[src/rtl/sw_pkg.sv]
// Package: shared widths and types for the stopwatch core.
// Assumes every modulus fits a 4-bit BCD digit (2..10).
package sw_pkg;
    localparam int BCD_W = 4;
    typedef logic [BCD_W-1:0] bcd_t;
endpackage

[src/rtl/sw_tick_gen.sv]
// Module: sw_tick_gen
// Divides the clock to one tick every DIV cycles while `run` is high.
// Assumes DIV >= 2. The count freezes while paused and clears on reset.
module sw_tick_gen #(
    parameter int DIV = 1000000
) (
    input  logic clk,
    input  logic rst_n,
    input  logic run,
    output logic tick
);
    localparam int CW = $clog2(DIV + 1);
    localparam logic [CW-1:0] LAST = CW'(DIV - 1);

    logic [CW-1:0] cnt;

    // Advance the divide counter only while running; wrap at LAST.
    always_ff @(posedge clk) begin
        if (!rst_n)
            cnt <= '0;
        else if (run)
            cnt <= (cnt == LAST) ? '0 : cnt + 1'b1;
    end

    // A tick is the running cycle in which the counter sits at LAST.
    always_comb tick = run && (cnt == LAST);

    assert_cnt_bound_R3: assert property (@(posedge clk) disable iff (!rst_n)
        cnt <= LAST);
    assert_hold_paused_R2: assert property (@(posedge clk) disable iff (!rst_n)
        !run |=> $stable(cnt));
    assert_tick_wrap_R3: assert property (@(posedge clk) disable iff (!rst_n)
        tick |=> cnt == '0);
endmodule

[src/rtl/sw_run_ctl.sv]
// Module: sw_run_ctl
// Holds the run/pause flag and toggles it on each start pulse.
// Assumes `start` is a single-cycle pulse produced outside the core.
module sw_run_ctl (
    input  logic clk,
    input  logic rst_n,
    input  logic start,
    output logic run
);
    // Toggle on start; reset forces paused.
    always_ff @(posedge clk) begin
        if (!rst_n)
            run <= 1'b0;
        else if (start)
            run <= ~run;
    end

    assert_toggle_R2: assert property (@(posedge clk) disable iff (!rst_n)
        start |=> run != $past(run));
    assert_steady_R2: assert property (@(posedge clk) disable iff (!rst_n)
        !start |=> run == $past(run));
endmodule

[src/rtl/sw_digit.sv]
// Module: sw_digit
// One BCD digit that counts modulo MOD when `inc` is high.
// Assumes 2 <= MOD <= 10. `at_max` flags value MOD-1 for the carry chain.
module sw_digit
    import sw_pkg::*;
#(
    parameter int MOD = 10
) (
    input  logic clk,
    input  logic rst_n,
    input  logic inc,
    output bcd_t value,
    output logic at_max
);
    localparam bcd_t TOP = bcd_t'(MOD - 1);

    // Step the digit on inc, wrapping from TOP back to zero.
    always_ff @(posedge clk) begin
        if (!rst_n)
            value <= '0;
        else if (inc)
            value <= (value == TOP) ? '0 : value + 1'b1;
    end

    // Flag the maximum so the next digit up may carry.
    always_comb at_max = (value == TOP);

    assert_digit_range_R6: assert property (@(posedge clk) disable iff (!rst_n)
        value <= TOP);
    assert_digit_hold_R5: assert property (@(posedge clk) disable iff (!rst_n)
        !inc |=> $stable(value));
    assert_digit_wrap_R6: assert property (@(posedge clk) disable iff (!rst_n)
        inc && value == TOP |=> value == '0);
    assert_digit_step_R4: assert property (@(posedge clk) disable iff (!rst_n)
        inc && value != TOP |=> value == $past(value) + 1'b1);
endmodule

[src/rtl/bcd_stopwatch.sv]
// Module: bcd_stopwatch
// Stopwatch core: prescaler, run/pause flag and a mixed-radix BCD chain.
// Assumes start is already debounced and edge-detected. Digit i uses
// MODULI[4*i+3:4*i] as its modulus; digit 0 is the least significant.
module bcd_stopwatch
    import sw_pkg::*;
#(
    parameter int CLK_PERIOD_NS = 10,
    parameter int TICK_NS       = 10000000,
    parameter int NUM_DIGITS    = 6,
    parameter logic [4*NUM_DIGITS-1:0] MODULI = {4'd6, 4'd10, 4'd6, 4'd10, 4'd10, 4'd10},
    parameter logic [NUM_DIGITS-1:0]   DOT_MASK = '0
) (
    input  logic                    clk,
    input  logic                    rst_n,
    input  logic                    start,
    output logic [4*NUM_DIGITS-1:0] digits_o,
    output logic [NUM_DIGITS-1:0]   dots_o
);
    localparam int DIV = TICK_NS / CLK_PERIOD_NS;

    logic                  run;
    logic                  tick;
    logic [NUM_DIGITS:0]   carry;
    logic [NUM_DIGITS-1:0] at_max;

    sw_run_ctl u_run (
        .clk   (clk),
        .rst_n (rst_n),
        .start (start),
        .run   (run)
    );

    sw_tick_gen #(.DIV(DIV)) u_tick (
        .clk   (clk),
        .rst_n (rst_n),
        .run   (run),
        .tick  (tick)
    );

    // Feed the tick into the bottom of the carry chain.
    always_comb carry[0] = tick;

    for (genvar i = 0; i < NUM_DIGITS; i++) begin : g_digit
        bcd_t val;
        sw_digit #(.MOD(int'(MODULI[4*i +: 4]))) u_dig (
            .clk    (clk),
            .rst_n  (rst_n),
            .inc    (carry[i]),
            .value  (val),
            .at_max (at_max[i])
        );
        // Ripple the carry upward within the same cycle.
        always_comb carry[i+1] = carry[i] & at_max[i];
        // Place this digit into the output vector.
        always_comb digits_o[4*i +: 4] = val;
    end

    // Hand the decimal-point flags straight to the display.
    always_comb dots_o = DOT_MASK;

    assert_rollover_R7: assert property (@(posedge clk) disable iff (!rst_n)
        carry[NUM_DIGITS] |=> digits_o == '0);
    assert_freeze_R2: assert property (@(posedge clk) disable iff (!rst_n)
        !run |=> $stable(digits_o));
endmodule

[config.mk]
export PLATFORM = sky130hd
export DESIGN_NAME = bcd_stopwatch
export DESIGN_NICKNAME = d
export VERILOG_FILES = /design/src/rtl/sw_pkg.sv /design/src/rtl/sw_tick_gen.sv /design/src/rtl/sw_run_ctl.sv /design/src/rtl/sw_digit.sv /design/src/rtl/bcd_stopwatch.sv
export SDC_FILE = /design/constraint.sdc
export NUM_CORES = 1
export LEC_CHECK = 0
export BUFFER_PORTS_ARGS = -buffer_cell sky130_fd_sc_hd__buf_2
export CAP_MARGIN = 20
export CORE_MARGIN = 3
export CORE_UTILIZATION = 55
export CTS_BUF_LIST = sky130_fd_sc_hd__clkbuf_4
export CTS_CLUSTER_SIZE = 12
export DETAILED_ROUTE_END_ITERATION = 6
export GPL_ROUTABILITY_DRIVEN = 0
export PLACE_DENSITY = 0.77
export SYNTH_ARGS = -nofsm -noshare
export SYNTH_HDL_FRONTEND = slang
export SYNTH_SLANG_ARGS = --single-unit
[constraint.sdc]
create_clock -name clk -period 2.88 [get_ports clk]
set_clock_uncertainty 0.15 [all_clocks]
set_input_delay 0.576 -clock clk [delete_from_list [all_inputs] [get_ports clk]]
set_output_delay 0.576 -clock clk [all_outputs]
set_load 0.02 [all_outputs]
==> results.cfg <==
[worst_setup_path]
cp_slowest_stage_delay_ns = 0.59
cp-end-kind = register
critPathRequiredTime_ns = 3.03
crit_arrival_ns = 2.71
critical_path_class = register to register
critical_path.cell_chain = ha_1 -> nand4_4 -> nor4_4 -> nand3_2 -> or4_1 -> a21oi_1
r2r_end = g_digit[5].u_dig.value[1]$_SDFFE_PN0P_
r2r_setup_slack_ns = 0.32
r2r-start = u_tick.cnt[0]$_SDFFE_PN0P_
cp-start-kind = register
reg2regPathDepth = 6
critPathBufInv = 0
worstPathMaxFanout = 16
crit_family = simple AND/OR/NAND/NOR gates
cpMaxStageDelayCell = or4_1

[detailed_routing]
first_pass_iters = 4
antenna_left = 0
finalWirelength_um = 4154
viasPerCell = 5.602
drt_iter0_markers = 91
drc = 0
routedWlPerCell_um = 12.44
vias = 1871

[grt]
grt-ovfl-total = 0
antenna_found_initial = 0
grt_max_degree = 21
track_usage_pct = 17.31
grt_pass1_wl_um = 6975
grt_pass1_vias = 1563

[die]
die_w_um = 69.65
io_pins = 33
core_mm2 = 0.003771
start_util_pct = 59.09
rows = 22
die_h_um = 69.65
die-area_mm2 = 0.004851

[synth]
syn_area_per_cell_um2 = 8.671
yosys-top-cells-area = dfxtp_1 40%, nor2_1 5.2%, xor2_1 5.1%, nand2_1 4.2%, mux2i_1 4.0%
synth-main-ff-cell = dfxtp_1
ys_async_sr_fraction_pct = 0
yosysTopAreaCell = dfxtp_1
synth-edff-count = 0
yosysTopAreaCellShare_pct = 40.43
syn_area_mm2 = 0.002228
ys_seq_elements = 45
synth_cell_types = 45
yosysWarnings = 0
yosysSeqAreaShare_pct = 40.43
synth_cells = 257

[place]
port_buffers = 26
dp.final_hpwl_um = 2978

[timing]
finalHoldViolCount = 0
max_freq_mhz = 390.4
setup_viol = 0
hold_ws_ns = 0.3128
rsz0062_at_grt = false
period_minus_slack_ns = 2.561
fin_tns_setup_ns = 0
drv_slew = 0
period_share_pct = 88.93

[clock_tree]
cts_made_buffers = 5
cts_tree = built
cts_root_buf = clkbuf_4
clk_latency_ns = 0.35
hold_buffers = 0
clk_pin_slew_ns = 0.12
cts_resized = 0
clock-sinks = 45
htreeDepth = 2
cts.path.max_buffers = 2
cts_setup_buffers = 0

[power_and_ir_drop]
seqPwrFrac_pct = 64.7
ir_drop_v = 0.0002383
switchingPower_uw = 214.5
p_per_area_mw_per_mm2 = 399.8
pwr-share-clk_pct = 31.7
swShare_pct = 21.95
power_frac_comb_pct = 3.5
p_leak_uw = 0.0009773
fin_total_pwr_uw = 977.4
internal-power_uw = 762.9

[finish]
nFillCells = 344
antenna_cells = 0
drive_gt1_share_pct = 15.38
final_common_cell = dfxtp_1
final_cell_mix = 45 x dfxtp_1, 31 x nor2_1, 26 x buf_2
area_growth_pct = 9.713
final_nets = 289
final_util_pct = 64.83

[run]
max_cap_viol_count = 0

[status]
status = finished clean

[min_path]
hold_class = input pin to register
min_from = start
min_to = u_run.run$_SDFFE_PN0P_
holdPathStages = 3
-- cell type report --
| class | count | area (um^2) | share of cell area [%] |
|---|---|---|---|
| clock buffer | 8 | 60.06 | 2.457 |
| multi-input combinational | 193 | 1226 | 50.15 |
| sequential | 45 | 900.9 | 36.85 |
| timing repair buffer | 30 | 160.2 | 6.551 |
| inverter | 10 | 37.54 | 1.535 |
| tap | 48 | 60.06 | 2.457 |
-- synthesized netlist by cell type (2+ instances only) --
cell type / n
dfxtp_1: 45
nor2_1: 31
nand2_1: 25
a21oi_1: 13
nand3_1: 13
xor2_1: 13
xnor2_1: 10
inv_1: 9
mux2i_1: 9
nand4_1: 8
and3_1: 7
buf_4: 7
o21ai_0: 5
clkbuf_1: 4
nor2b_1: 4
o31ai_1: 4
or3_1: 4
or4_1: 4
and2_1: 3
and4_1: 3
buf_2: 3
nand2b_1: 3
nor4_1: 3
o211ai_1: 3
nand4b_1: 2
nand4bb_1: 2
nor3b_1: 2
-- registers in the layout, indices dropped and copies added, names as in the netlist --
register	count
u_run.run	1
g_digit.u_dig.value	24
u_tick.cnt	20
-- power groups by stage --
stage | Sequential [uW] | Clock [uW] | Combinational [uW]
final | 633 | 310 | 34.5
after global routing | 634 | 343 | 38.7
after CTS | 633 | 320 | 34.9
after detailed placement | 647 | 0 | 34.8
after global placement | 646 | 0 | 34.1
after floorplan | 643 | 0 | 38.8
-- worst max path at each step --
stage | from | endpoint | slack (ns) | cells after the start
2_1_floorplan | u_tick.cnt[0]$_SDFFE_PN0P_ | g_digit[3].u_dig.value[0]$_SDFFE_PN0N_ | 0.70 | 7
3_3_place_gp | u_tick.cnt[0]$_SDFFE_PN0P_ | g_digit[5].u_dig.value[1]$_SDFFE_PN0P_ | 0.42 | 6
3_5_place_dp | u_tick.cnt[0]$_SDFFE_PN0P_ | g_digit[5].u_dig.value[0]$_SDFFE_PN0P_ | 0.34 | 6
4_1_cts | u_tick.cnt[0]$_SDFFE_PN0P_ | g_digit[5].u_dig.value[3]$_SDFFE_PN0P_ | 0.31 | 6
5_1_grt | u_tick.cnt[0]$_SDFFE_PN0P_ | g_digit[5].u_dig.value[3]$_SDFFE_PN0P_ | 0.10 | 6
6_report | u_tick.cnt[0]$_SDFFE_PN0P_ | g_digit[5].u_dig.value[1]$_SDFFE_PN0P_ | 0.32 | 6
-- kinds of logic (layout without fill, tap and decap cells) --
kind of cell | Yosys count | in the layout | synth area share [%]
AOI/OAI and AO/OA | 29 | 29 | 7.917
xor gates and xnor gates | 23 | 23 | 9.040
adders and majority gates | 1 | 1 | 0.5614
buffers and inverters | 24 | 48 | 5.390
DFF | 45 | 45 | 40.43
muxes | 10 | 10 | 4.548
other | 1 | 6 | 0.1683
and+or+nand+nor | 124 | 124 | 31.95
-- routing by layer --
metal	up-vias	global-route usage [%]	wire length [um]
li1	949	-	-
met1	881	22.11	1958
met2	33	28.39	1961
met3	8	4.058	167
met4	0	6.383	66
met5	-	0	0
-- worst register-to-register path, cell delays in order (launching register included) --
cell,delay (ns)
dfxtp_1,0.38
ha_1,0.22
nand4_4,0.15
nor4_4,0.50
nand3_2,0.36
or4_1,0.60
a21oi_1,0.15
-- per-stage QoR --
stage / setup slack [ns] / area (um^2) / cells
6_report: 0.3188 / 2445 / 334
5_1_grt: 0.1040 / 2445 / 334
4_1_cts: 0.3115 / 2445 / 334
3_5_place_dp: 0.3356 / 2385 / 326
3_3_place_gp: 0.4179 / 2385 / 326
2_1_floorplan: 0.7018 / 2247 / 262
(Power assumes the default switching activity.)
